==> src/rtl/iqd_pkg.sv <==
package iqd_pkg;

   // which half of a pair the next accepted word belongs to
   typedef enum logic {
      PH_EXPECT_I = 1'b0,
      PH_EXPECT_Q = 1'b1
   } iqd_phase_e;

   // offset-binary mid-scale code for a given word width
   function automatic int unsigned mid_code(input int unsigned width);
      return 32'd1 << (width - 1);
   endfunction

endpackage

==> src/rtl/iqd_phase_track.sv <==
module iqd_phase_track
   import iqd_pkg::*;
#(
   parameter bit FRAME_EN = 1'b1
) (
   input  logic clk,
   input  logic rst_n,
   input  logic standby,
   input  logic frame,
   output logic word_is_q
);

   iqd_phase_e phase_q;
   logic       frame_hit;

   generate
      if (FRAME_EN) begin : g_frame
         assign frame_hit = frame;
      end else begin : g_noframe
         logic unused_frame;
         assign unused_frame = frame;
         assign frame_hit    = 1'b0;
      end
   endgenerate

   assign word_is_q = (phase_q == PH_EXPECT_Q) && !frame_hit;

   always_ff @(posedge clk) begin
      if (!rst_n || standby) begin
         phase_q <= PH_EXPECT_I;
      end else if (word_is_q) begin
         phase_q <= PH_EXPECT_I;
      end else begin
         phase_q <= PH_EXPECT_Q;
      end
   end

endmodule

==> src/rtl/iqd_hold_reg.sv <==
module iqd_hold_reg #(
   parameter int unsigned DATA_W = 10
) (
   input  logic              clk,
   input  logic              rst_n,
   input  logic              clear,
   input  logic              load,
   input  logic [DATA_W-1:0] d,
   output logic [DATA_W-1:0] q
);

   always_ff @(posedge clk) begin
      if (!rst_n || clear) begin
         q <= '0;
      end else if (load) begin
         q <= d;
      end
   end

endmodule

==> src/rtl/iqd_chan_out.sv <==
module iqd_chan_out #(
   parameter int unsigned DATA_W = 10,
   parameter int unsigned N_CH   = 2
) (
   input  logic              clk,
   input  logic              rst_n,
   input  logic              park,
   input  logic              load,
   input  logic [DATA_W-1:0] d   [N_CH],
   output logic [DATA_W-1:0] q   [N_CH],
   output logic              strobe
);

   localparam logic [DATA_W-1:0] MID = DATA_W'(iqd_pkg::mid_code(DATA_W));

   generate
      for (genvar ch = 0; ch < N_CH; ch++) begin : g_ch
         always_ff @(posedge clk) begin
            if (!rst_n || park) begin
               q[ch] <= MID;
            end else if (load) begin
               q[ch] <= d[ch];
            end
         end
      end
   endgenerate

   always_ff @(posedge clk) begin
      if (!rst_n || park) begin
         strobe <= 1'b0;
      end else begin
         strobe <= load;
      end
   end

endmodule

==> src/rtl/iq_dac_demux.sv <==
module iq_dac_demux #(
   parameter int unsigned DATA_W   = 10,
   parameter bit          FRAME_EN = 1'b1
) (
   input  logic              clk,
   input  logic              rst_n,
   input  logic              standby,
   input  logic              frame,
   input  logic [DATA_W-1:0] din,
   output logic [DATA_W-1:0] dac_i,
   output logic [DATA_W-1:0] dac_q,
   output logic              update
);

   localparam int unsigned N_CH = 2;

   generate
      if (DATA_W < 2 || DATA_W > 16) begin : g_bad_width
         $error("iq_dac_demux: DATA_W must be within 2..16");
      end
   endgenerate

   logic              word_is_q;
   logic [DATA_W-1:0] held_i;
   logic [DATA_W-1:0] pair_d [N_CH];
   logic [DATA_W-1:0] pair_q [N_CH];

   iqd_phase_track #(.FRAME_EN(FRAME_EN)) u_phase (
      .clk       (clk),
      .rst_n     (rst_n),
      .standby   (standby),
      .frame     (frame),
      .word_is_q (word_is_q)
   );

   iqd_hold_reg #(.DATA_W(DATA_W)) u_hold (
      .clk   (clk),
      .rst_n (rst_n),
      .clear (standby),
      .load  (!word_is_q),
      .d     (din),
      .q     (held_i)
   );

   assign pair_d[0] = held_i;
   assign pair_d[1] = din;

   iqd_chan_out #(.DATA_W(DATA_W), .N_CH(N_CH)) u_out (
      .clk    (clk),
      .rst_n  (rst_n),
      .park   (standby),
      .load   (word_is_q),
      .d      (pair_d),
      .q      (pair_q),
      .strobe (update)
   );

   assign dac_i = pair_q[0];
   assign dac_q = pair_q[1];

endmodule

==> config.mk <==
export PLATFORM = sky130hd
export DESIGN_NAME = iq_dac_demux
export DESIGN_NICKNAME = d
export VERILOG_FILES = /design/src/rtl/iqd_pkg.sv /design/src/rtl/iqd_phase_track.sv /design/src/rtl/iqd_hold_reg.sv /design/src/rtl/iqd_chan_out.sv /design/src/rtl/iq_dac_demux.sv
export SDC_FILE = /design/constraint.sdc
export NUM_CORES = 1
export LEC_CHECK = 0
export BUFFER_PORTS_ARGS = -buffer_cell sky130_fd_sc_hd__clkbuf_2
export CORE_UTILIZATION = 35
export CTS_CLUSTER_DIAMETER = 200
export DETAILED_ROUTE_END_ITERATION = 8
export PLACE_DENSITY = 0.67
export SKIP_CTS_REPAIR_TIMING = 1
export SLEW_MARGIN = 20
export SYNTH_ARGS = -nofsm -noshare
export SYNTH_HDL_FRONTEND = slang
export SYNTH_SLANG_ARGS = --single-unit
export TNS_END_PERCENT = 1
==> constraint.sdc <==
create_clock -name clk -period 1 [get_ports clk]
set_input_delay 0.1 -clock clk [delete_from_list [all_inputs] [get_ports clk]]
set_output_delay 0.1 -clock clk [all_outputs]
set_load 0.05 [all_outputs]
* Word-level counts from Yosys, hierarchy flattened
Cells that the tools add are included.
** Cells by class
- Mux-type cells :: 1
- Reductions and logical operators :: 4
** Operators by type and width (number)
- $logic_not 1->1 :: 2
- $logic_and 1x1->1 :: 1
- $logic_or 1x1->1 :: 1
- $mux 1 :: 1
** Storage, ports and cells
- Register bits :: 32
- Bits of input ports :: 14
- Output and inout bits :: 21
- Word-level logic and storage cells :: 10

* Logic depth before layout (Yosys ltp)
Gate-level depths: netlist of run 1.
- Depth in word-level cells :: 3
- Gate-level depth with buffers :: 4
- Gate-level depth less buffers :: 3

* Hierarchy
From an unflattened synthesis of run 1, not the netlist that was laid out.
** Second synthesis, totals
- Cells, all modules :: 106
- Area total of the unflattened synthesis :: 1197.4 um^2
** Modules (own cells, without submodules)
- iqd_chan_out :: times used 1, cells an instance 69, area each 787.0 um^2
- iqd_hold_reg :: times used 1, cells an instance 33, area each 360.3 um^2
- iqd_phase_track :: times used 1, cells an instance 3, area each 46.3 um^2
- iq_dac_demux :: times used 1, cells an instance 1, area each 3.8 um^2

* Worst setup path after synthesis of run 1
No wires, ideal clock.
- Kind :: register to register
- Start point :: reg, netlist name u_out.q[10]
- End point :: reg u_out.q[10] in the netlist's numbering
- Data arrival time :: 0.827 ns
- Required time :: 0.930 ns
- Path slack :: 0.103 ns
- Cell stages (with the launch flop) :: 3
- Period minus slack after synthesis :: 0.897 ns
- Cell sequence :: dfxtp_1 -> nand2_1 -> a21oi_1
** RTL lines
- end signal: indexed assignment :: RTL line iqd_chan_out.sv:22 : q[ch] <= d[ch];
- end: declaration :: RTL line iqd_chan_out.sv:10 : output logic [DATA_W-1:0] q [N_CH],

* Final worst setup path of run 1
- Start point :: reg u_out.q[8] in the netlist's numbering
- End point :: out dac_q[8]
** RTL lines
- end: declaration :: RTL line iq_dac_demux.sv:11 : output logic [DATA_W-1:0] dac_q,
No word-level cell between the ends.

==> results of run 1 <==
[registers in the layout (all words and copies together) (netlist names)]
register and cells:
u_out.q 20, u_phase.phase_q 1, u_out.strobe 1, u_hold.q 10
[logic make-up (layout without fill, tap and decap cells)]
group           Yosys count  after routing  share of synthesized area (%)
buf+inv                   8             46                           5.06
compound gates           29             29                           13.6
simple gates             56             57                           21.1
flops                    32             32                           60.2
[power by group through the flow]
stage | Sequential [uW] | Combinational, uW | Clock (uW)
global placement | 1340 | 163 | 0
CTS | 1310 | 167 | 832
global route | 1320 | 207 | 894
detailed placement | 1340 | 165 | 0
floorplan | 1370 | 80.6 | 0
finish | 1310 | 187 | 813
[worst paths after layout]
kind,to,slack (ns),depth (start not counted)
setup / recovery,dac_q[8],0.04,1
hold / removal,u_out.q[6]$_SDFFE_PP0P_,-0.003,3
setup reg to reg,u_out.q[3]$_SDFFE_PP0P_,0.07,3
hold reg to reg,u_out.q[15]$_SDFFE_PP0P_,0.47,2
[cell usage in the layout, fill, tap and decap left out, types with 2 or more instances in the layout]
master                     netlist  layout
sky130_fd_sc_hd__dfxtp_1        32      25
sky130_fd_sc_hd__clkbuf_2        0      13
sky130_fd_sc_hd__nand2_1        50      50
sky130_fd_sc_hd__clkbuf_8        0       2
sky130_fd_sc_hd__dfxtp_2         0       6
sky130_fd_sc_hd__buf_4           4       5
sky130_fd_sc_hd__a21oi_1        29      29
sky130_fd_sc_hd__nor2_1          2       2
sky130_fd_sc_hd__buf_6           1      19
sky130_fd_sc_hd__clkbuf_4        0       5
[cells in the mapped netlist (all sizes together)]
cell type | count | share of area (%)
nand2 | 50 | 18
dfxtp | 32 | 60
a21oi | 29 | 14
buf | 8 | 5.1
nand2b | 2 | 1.2
nor2 | 2 | 0.71
and2b | 1 | 0.82
nand3b | 1 | 0.71
[metrics by stage]
step | TNS (ns) | worst slack (ns) | utilization [%] | hold WS, ns | instances
detailed placement | -0.270 | -0.0421 | 44.6 | 0.349 | 186
CTS | -2.10 | -0.0896 | 46.9 | -0.00102 | 193
finish | 0 | 0.0427 | 52.6 | -0.00340 | 195
global route | -0.0128 | -0.0118 | 52.6 | 0.00169 | 195
floorplan | 0 | 0.103 | - | 0.221 | 125
global placement | -0.00164 | -0.00164 | 44.6 | 0.340 | 186
[layout make-up]
class / instances / area share [%]
flip-flops and latches: 32 / 43.8
multi-input cells: 86 / 26.0
repair buffers: 39 / 23.3
clock buffers: 7 / 4.37
well taps: 31 / 2.61
[layer usage]
| metal | vias to the layer above | part of all wire, % |
|---|---|---|
| met1 | 410 | 45 |
| met2 | 32 | 47 |
| li1 | 481 | - |
| met3 | 4 | 6.4 |
| met5 | - | 0 |
| met4 | 0 | 1.4 |
==> impl_metrics.py, run 1 <==
metrics = {
    "status": {
        "outcome": "finished with violations",
        "failed_checks": "design-rule violations, negative hold slack",
    },
    "worst_setup_path": {
        "worst_ep_arrival_time_ns": 0.86,
        "critical_path_buf_inv_count": 1,
        "timing.setup.critical_path_class": "flop to output pin",
        "r2r-start": "u_phase.phase_q$_SDFF_PP0_",
        "worst_ep_required_time_ns": 0.90,
        "slowest_stage": "sky130_fd_sc_hd__dfxtp_1",
        "critPathLaunch": "u_out.q[8]$_SDFFE_PP0P_",
        "critical-path-top-delay-family": "flip-flops",
        "path_cells": "buf_6",
        "worst-path-max-fanout": 2,
        "max_stage_delay_ns": 0.37,
        "cp-start-kind": "flop",
        "cp-end-kind": "output pin",
    },
    "place": {
        "dp.final_hpwl_microns": 1500,
        "globalplace.congestion": 0.714,
        "dpl-instance-area_sq_um": 1260,
        "number_of_port_buffers": 34,
    },
    "pwr": {
        "comb_pwr_share_pct": 8.1,
        "net-switching-power_uw": 539,
        "power_density_nw_per_um2": 1550,
        "pwr-share-seq_pct": 56.8,
        "p_leak_uw": 0.000624,
        "internal-power_uw": 1770,
        "power_switching_share_pct": 23.3,
        "fin_total_pwr_uw": 2310,
        "power_frac_clock_pct": 35.1,
        "vdd.ir_drop.worst_v": 0.00107,
    },
    "synth": {
        "synth-seq-area-share_pct": 60.2,
        "syn_nets": 139,
        "count_of_distinct_cell_types_in_the_synthesized_netlist": 11,
        "ys_seq_elements": 32,
        "ys.warnings.count": 0,
        "syn_inst": 125,
        "synthesis.area_per_instance_sq_um": 8.51,
        "synth_area_sq_um": 1060,
    },
    "layout": {
        "area_of_combinational_cells_with_multiple_inputs_sq_um": 387,
        "post_route_cells_drive_above_1_share_pct": 33.5,
        "syn2layout_area_growth_pct": 40.0,
        "ff_latch_area_sq_um": 652,
        "finalNetCount": 178,
        "fillerInstances": 274,
        "final_area_sq_um": 1490,
        "number_of_diodes": 0,
    },
    "timing": {
        "timing.final.max_slew_violations": 0,
        "worst_hold_slack_ns": -0.00340,
        "final_critical_path_required_period_ns": 0.957,
        "hold_viol": 1,
        "max_clock_freq_mhz": 1040,
        "fin_crit_sh_pct": 95.7,
        "final-setup-viol-count": 0,
        "timing.clock.skew_ns": 0.00536,
        "worstMarginPinSlew_ns": 0.197,
        "rsz_0062_raised_after_global_routing": "yes",
        "slew_headroom_pct": 86.8,
    },
    "floorplanning": {
        "vert_die_dim_microns": 57.1,
        "coreArea_sq_um": 2830,
        "core.rowCount": 19,
        "design.die.area_sq_um": 3260,
        "start_util_pct": 37.6,
        "die_w_microns": 57.1,
        "io_pins": 35,
    },
    "drt": {
        "first_iter_violations": 15,
        "drc": 4,
        "drt.antenna.violating_nets": 0,
        "drt_pre_antenna_iters": 6,
        "post_drt_via_cell_ratio": 4.75,
        "vias": 927,
        "wire_per_inst_microns": 11.9,
        "routed_wl_microns": 2310,
    },
    "global_route": {
        "grt_first_pass_wirelength_microns": 3750,
        "grt.met1_usage_pct": 17.9,
        "vias_in_the_first_global_route": 897,
        "global_route.peak_usage_layer": "met2",
        "groute.usage.overall_pct": 14.9,
        "grt_met3_usage_pct": 6.58,
        "grt_start_max_net_pins": 22,
        "grt_overflow_total": 0,
        "grt_antenna_before_repair": 0,
        "grtUsageMet2_pct": 23.4,
    },
    "clocking": {
        "clk_pin_slew_worst_paths_ns": 0.10,
        "insertion_delay_to_the_later_sink_of_the_worst_skew_pair_ns": 0.32,
        "h-tree-depth": 2,
        "clock_tree.buffer_depth": 2,
        "tritoncts": "built",
        "cts_root_buf": "sky130_fd_sc_hd__clkbuf_4",
        "cts_sinks": 32,
        "numCtsBuffers": 5,
    },
    "flow_run": {
        "max_cap_viol_count": 0,
    },
    "hold_path": {
        "hold_start": "din[6]",
        "min-delay-path-class": "primary input to flop",
    },
}
Power figures use the tool's default switching activity.
==> inputs of run 2 (changes only) <==
--- a/config.mk
+++ b/config.mk
@@ -5,13 +5,12 @@
 export SDC_FILE = /design/constraint.sdc
 export NUM_CORES = 1
 export LEC_CHECK = 0
-export BUFFER_PORTS_ARGS = -buffer_cell sky130_fd_sc_hd__clkbuf_2
 export CORE_UTILIZATION = 35
 export CTS_CLUSTER_DIAMETER = 200
 export DETAILED_ROUTE_END_ITERATION = 8
-export PLACE_DENSITY = 0.67
+export DONT_BUFFER_PORTS = 1
+export PLACE_DENSITY = 0.57
 export SKIP_CTS_REPAIR_TIMING = 1
-export SLEW_MARGIN = 20
 export SYNTH_ARGS = -nofsm -noshare
 export SYNTH_HDL_FRONTEND = slang
 export SYNTH_SLANG_ARGS = --single-unit
==> impl_metrics.py, run 2 (synthesis results as in run 1) <==
metrics = {
    "clocking": {
        "cts_root_buf": "sky130_fd_sc_hd__clkbuf_4",
        "cts_sinks": 32,
        "h-tree-depth": 2,
        "numCtsBuffers": 5,
        "clk_pin_slew_worst_paths_ns": 0.09,
        "clock_tree.buffer_depth": 2,
        "insertion_delay_to_the_later_sink_of_the_worst_skew_pair_ns": 0.33,
        "tritoncts": "built",
    },
    "timing": {
        "hold_viol": 0,
        "fin_crit_sh_pct": 96.7,
        "worst_slack_ns": 0.0333,
        "worstMarginPinSlew_ns": 0.160,
        "worst_hold_slack_ns": 0.0256,
        "rsz_0062_raised_after_global_routing": "no",
        "timing.clock.skew_ns": 0.00382,
        "slew_headroom_pct": 89.3,
        "timing.final.max_slew_violations": 0,
        "max_clock_freq_mhz": 1030,
        "final-setup-viol-count": 0,
        "final_critical_path_required_period_ns": 0.967,
        "aggregate_negative_setup_slack_ns": 0,
    },
    "drt": {
        "routed_wl_microns": 2260,
        "post_drt_via_cell_ratio": 4.82,
        "first_iter_violations": 27,
        "drt_pre_antenna_iters": 6,
        "drt.antenna.violating_nets": 0,
        "vias": 936,
        "wire_per_inst_microns": 11.7,
        "drc": 4,
    },
    "layout": {
        "post_route_cells_drive_above_1_share_pct": 24.5,
        "final_area_sq_um": 1500,
        "area_of_combinational_cells_with_multiple_inputs_sq_um": 397,
        "largest_register_ffs": 20,
        "regMostFlops": "u_out.q",
        "layout_common_cells": "50 x sky130_fd_sc_hd__nand2_1, 29 x sky130_fd_sc_hd__a21oi_1, 28 x sky130_fd_sc_hd__dfxtp_1, 15 x sky130_fd_sc_hd__buf_6, 10 x sky130_fd_sc_hd__dlygate4sd3_1",
        "syn2layout_area_growth_pct": 41.4,
        "fillerInstances": 287,
        "finalNetCount": 176,
        "top_regs": "u_out.q x20, u_hold.q x10",
        "ff_latch_area_sq_um": 646,
        "most_common_library_cell_in_the_layout_ignoring_fill_and_taps": "sky130_fd_sc_hd__nand2_1",
        "number_of_diodes": 0,
    },
    "pwr": {
        "p_leak_uw": 0.000607,
        "fin_total_pwr_uw": 2270,
        "power_density_nw_per_um2": 1510,
        "vdd.ir_drop.worst_v": 0.000808,
    },
    "floorplanning": {
        "design.die.area_sq_um": 3260,
        "die_w_microns": 57.1,
        "start_util_pct": 37.6,
        "core.rowCount": 19,
        "io_pins": 35,
        "vert_die_dim_microns": 57.1,
        "coreArea_sq_um": 2830,
    },
    "hold_path": {
        "whs_endpoint": "u_out.q[19]$_SDFFE_PP1P_",
        "whs_path_depth": 3,
        "hold_start": "rst_n",
        "min-delay-path-class": "primary input to flop",
    },
    "worst_setup_path": {
        "cp-start-kind": "flop",
        "worst-path-max-fanout": 2,
        "slowest_stage": "sky130_fd_sc_hd__dfxtp_1",
        "timing.reg2reg.worst_path_depth": 4,
        "path_cells": "buf_4",
        "cp-end-kind": "output pin",
        "regToRegSetupSlack_ns": 0.09,
        "r2r-start": "u_phase.phase_q$_SDFF_PP0_",
        "worstReg2RegEnd": "u_out.q[16]$_SDFFE_PP0P_",
        "timing.setup.critical_path_class": "flop to output pin",
        "critical_path_buf_inv_count": 1,
        "worst_ep_arrival_time_ns": 0.87,
        "worst_ep_required_time_ns": 0.90,
        "max_stage_delay_ns": 0.34,
        "critical-path-top-delay-family": "flip-flops",
    },
    "global_route": {
        "grtUsageMet2_pct": 21.5,
        "grt_first_pass_wirelength_microns": 3390,
        "grt.met1_usage_pct": 15.8,
        "groute.usage.overall_pct": 13.7,
        "grt_met3_usage_pct": 6.80,
        "global_route.peak_usage_layer": "met2",
        "grt_overflow_total": 0,
        "vias_in_the_first_global_route": 774,
        "grt_start_max_net_pins": 22,
        "grt_antenna_before_repair": 0,
    },
    "status": {
        "outcome": "finished with violations",
        "failed_checks": "design-rule violations",
    },
    "place": {
        "number_of_port_buffers": 0,
        "dp.final_hpwl_microns": 1410,
        "globalplace.congestion": 0.620,
        "pre_cts_worst_setup_slack_ns": -0.0479,
        "dpl-instance-area_sq_um": 1250,
    },
    "flow_run": {
        "max_cap_viol_count": 0,
    },
}
run 2: changes by cell type in the layout (fill, tap and decap cells not counted):
cell and delta:
sky130_fd_sc_hd__clkbuf_2 -13, sky130_fd_sc_hd__dlygate4sd3_1 +9, sky130_fd_sc_hd__buf_4 +4, sky130_fd_sc_hd__buf_6 -4, sky130_fd_sc_hd__dfxtp_1 +3, sky130_fd_sc_hd__clkbuf_1 +2, sky130_fd_sc_hd__dfxtp_2 -2, sky130_fd_sc_hd__and2b_4 +1
sky130_fd_sc_hd__clkbuf_4 +1, sky130_fd_sc_hd__clkbuf_8 -1, sky130_fd_sc_hd__dfxtp_4 -1
run 2: worst max path at each step:
stage,depth (start not counted),to,from
CTS,3,u_hold.q[3]$_SDFFE_PP0N_,u_phase.phase_q$_SDFF_PP0_
global route,1,dac_q[6],u_out.q[6]$_SDFFE_PP0P_
detailed placement,3,u_out.q[17]$_SDFFE_PP0P_,u_phase.phase_q$_SDFF_PP0_
finish,1,dac_q[6],u_out.q[6]$_SDFFE_PP0P_
floorplan,2,u_out.q[10]$_SDFFE_PP0P_,u_out.q[10]$_SDFFE_PP0P_
global placement,3,u_hold.q[5]$_SDFFE_PP0N_,u_phase.phase_q$_SDFF_PP0_
run 2: stage by stage:
stage / cells / util (%)
3_5_place_dp: 173 / 44.1
6_report: 194 / 53.2
5_1_grt: 194 / 53.2
3_3_place_gp: 173 / 44.1
4_1_cts: 181 / 46.2
2_1_floorplan: 125 / -
run 2: worst reg2reg max path, delay by kind of cell (launching register included):
family / cells / cell delay, ns
AND/OR/NAND/NOR: 2 / 0.15
AO/OA/AOI/OAI: 1 / 0.15
flip-flops: 1 / 0.36
buffers and inverters: 1 / 0.19
run 2: layer usage:
metal	routed length (microns)	part of all wire, %	vias to the layer above
li1	-	-	476
met1	974	43	417
met2	1050	47	37
met3	197	8.7	6
met4	38	1.7	0
met5	0	0	-
run 2: cell type report:
type / count / area share (%)
repair buffers: 36 / 24.2
multi-input cells: 87 / 26.4
flip-flops and latches: 32 / 42.9
clock buffers: 8 / 3.91
well taps: 31 / 2.58
run 2: power by group:
group          total, uW  leakage (uW)  switching, uW  internal, uW
Clock                759     0.0000326            412           347
Sequential          1310      0.000262           12.3          1300
Combinational        195      0.000313            109          85.3
==> inputs of run 3 (changes only) <==
==> constraint.sdc (replaced) <==
create_clock -name clk -period 0.99 [get_ports clk]
set_input_delay 0.099 -clock clk [delete_from_list [all_inputs] [get_ports clk]]
set_output_delay 0.099 -clock clk [all_outputs]
set_load 0.05 [all_outputs]
==> impl_metrics.py, run 3 (synthesis results as in run 1) <==
metrics = {
    "status": {
        "outcome": "finished with violations",
        "failed_checks": "design-rule violations",
    },
    "global_route": {
        "grt_overflow_total": 0,
        "vias_in_the_first_global_route": 774,
        "grt_first_pass_wirelength_microns": 3390,
        "groute.usage.overall_pct": 13.7,
        "grt_antenna_before_repair": 0,
        "grt_start_max_net_pins": 22,
    },
    "layout": {
        "number_of_diodes": 0,
        "largest_register_ffs": 20,
        "layout_common_cells": "50 x sky130_fd_sc_hd__nand2_1, 29 x sky130_fd_sc_hd__a21oi_1, 27 x sky130_fd_sc_hd__dfxtp_1, 19 x sky130_fd_sc_hd__buf_6, 10 x sky130_fd_sc_hd__dlygate4sd3_1",
        "post_route_cells_drive_above_1_share_pct": 25.2,
        "regMostFlops": "u_out.q",
        "top_regs": "u_out.q x20, u_hold.q x10",
        "final_util_pct": 53.7,
        "syn2layout_area_growth_pct": 42.9,
        "finalNetCount": 176,
        "most_common_library_cell_in_the_layout_ignoring_fill_and_taps": "sky130_fd_sc_hd__nand2_1",
        "final_area_sq_um": 1520,
    },
    "timing": {
        "final_critical_path_required_period_ns": 0.954,
        "final-setup-viol-count": 0,
        "timing.clock.skew_ns": 0.00456,
        "timing.final.max_slew_violations": 0,
        "worstMarginPinSlew_ns": 0.158,
        "worst_slack_ns": 0.0358,
        "max_clock_freq_mhz": 1050,
        "slew_headroom_pct": 89.5,
        "hold_viol": 0,
        "fin_crit_sh_pct": 96.4,
        "aggregate_negative_setup_slack_ns": 0,
    },
    "floorplanning": {
        "core.rowCount": 19,
        "vert_die_dim_microns": 57.1,
        "design.die.area_sq_um": 3260,
        "io_pins": 35,
        "die_w_microns": 57.1,
        "coreArea_sq_um": 2830,
        "start_util_pct": 37.6,
    },
    "worst_setup_path": {
        "worst_ep_required_time_ns": 0.89,
        "critical_path_buf_inv_count": 1,
        "critical-path-top-delay-family": "flip-flops",
        "cp-start-kind": "flop",
        "max_stage_delay_ns": 0.34,
        "cp-end-kind": "output pin",
        "timing.setup.critical_path_class": "flop to output pin",
        "worst-path-max-fanout": 2,
        "worst_ep_arrival_time_ns": 0.86,
        "slowest_stage": "sky130_fd_sc_hd__dfxtp_1",
        "path_cells": "buf_4",
    },
    "pwr": {
        "p_leak_uw": 0.000612,
        "internal-power_uw": 1750,
        "vdd.ir_drop.worst_v": 0.000791,
        "power_frac_clock_pct": 33.5,
        "power_density_nw_per_um2": 1510,
        "comb_pwr_share_pct": 8.6,
        "power_switching_share_pct": 23.6,
        "pwr-share-seq_pct": 57.9,
        "net-switching-power_uw": 540,
    },
    "drt": {
        "first_iter_violations": 25,
        "routed_wl_microns": 2270,
        "vias": 939,
        "post_drt_via_cell_ratio": 4.84,
        "drt.antenna.violating_nets": 0,
        "wire_per_inst_microns": 11.7,
        "drt_pre_antenna_iters": 6,
        "drc": 4,
    },
    "clocking": {
        "clk_pin_slew_worst_paths_ns": 0.09,
        "tritoncts": "built",
        "cts_sinks": 32,
        "clock_tree.buffer_depth": 2,
        "numCtsBuffers": 5,
        "h-tree-depth": 2,
        "insertion_delay_to_the_later_sink_of_the_worst_skew_pair_ns": 0.33,
        "cts_root_buf": "sky130_fd_sc_hd__clkbuf_4",
    },
    "flow_run": {
        "max_cap_viol_count": 0,
    },
    "place": {
        "pre_cts_worst_setup_slack_ns": -0.0579,
        "globalplace.congestion": 0.620,
        "dpl-instance-area_sq_um": 1250,
        "dp.final_hpwl_microns": 1410,
        "number_of_port_buffers": 0,
    },
    "hold_path": {
        "min-delay-path-class": "primary input to flop",
    },
}
[run 3: cell counts in the layout (fill, tap and decap cells not counted)]
Identical to the previous run, type by type.
[run 3: stage by stage]
stage               hold WS, ns  power (uW)  std cells
finish                   0.0225        2290        194
global route             0.0350        2380        194
CTS                      -0.113        2250        181
detailed placement        0.237        1500        173
global placement          0.231        1490        173
floorplan                 0.220        1460        125
[run 3: power groups by stage]
stage               sequential (uW)  combinational [uW]  clock (uW)
global route                   1330                 218         835
detailed placement             1350                 142           0
floorplan                      1380                81.4           0
CTS                            1320                 142         784
global placement               1350                 139           0
finish                         1330                 198         767
[run 3: final cells by class]
class                   count  area, sq um
fillers                   288         1310
clock buffers               8         58.8
flip-flops and latches     32          647
multi-input cells          87          397
well taps                  31         38.8
repair buffers             36          379
[run 3: path summary, 6_finish.rpt]
kind / startpoint / endpoint / slack [ns] / depth (start not counted)
setup reg to reg: u_phase.phase_q$_SDFF_PP0_ / u_out.q[16]$_SDFFE_PP0P_ / 0.08 / 4
hold reg to reg: u_hold.q[9]$_SDFFE_PP0N_ / u_out.q[19]$_SDFFE_PP1P_ / 0.45 / 2
setup / recovery: u_out.q[18]$_SDFFE_PP0P_ / dac_i[8] / 0.04 / 1
hold / removal: rst_n / u_out.q[19]$_SDFFE_PP1P_ / 0.02 / 3
[run 3: layer usage]
layer	wire [microns]	GRT usage, %	vias up
li1	-	-	476
met1	981	15.8	430
met2	1090	21.5	27
met3	166	6.80	6
met4	38	6.27	0
met5	0	0	-
[run 3: worst register-to-register path, stage by stage, from the launching register on]
cell and delay (ns):
sky130_fd_sc_hd__dfxtp_2 0.36, sky130_fd_sc_hd__nand2b_4 0.09, sky130_fd_sc_hd__clkbuf_4 0.19, sky130_fd_sc_hd__nand2_1 0.06, sky130_fd_sc_hd__a21oi_1 0.15
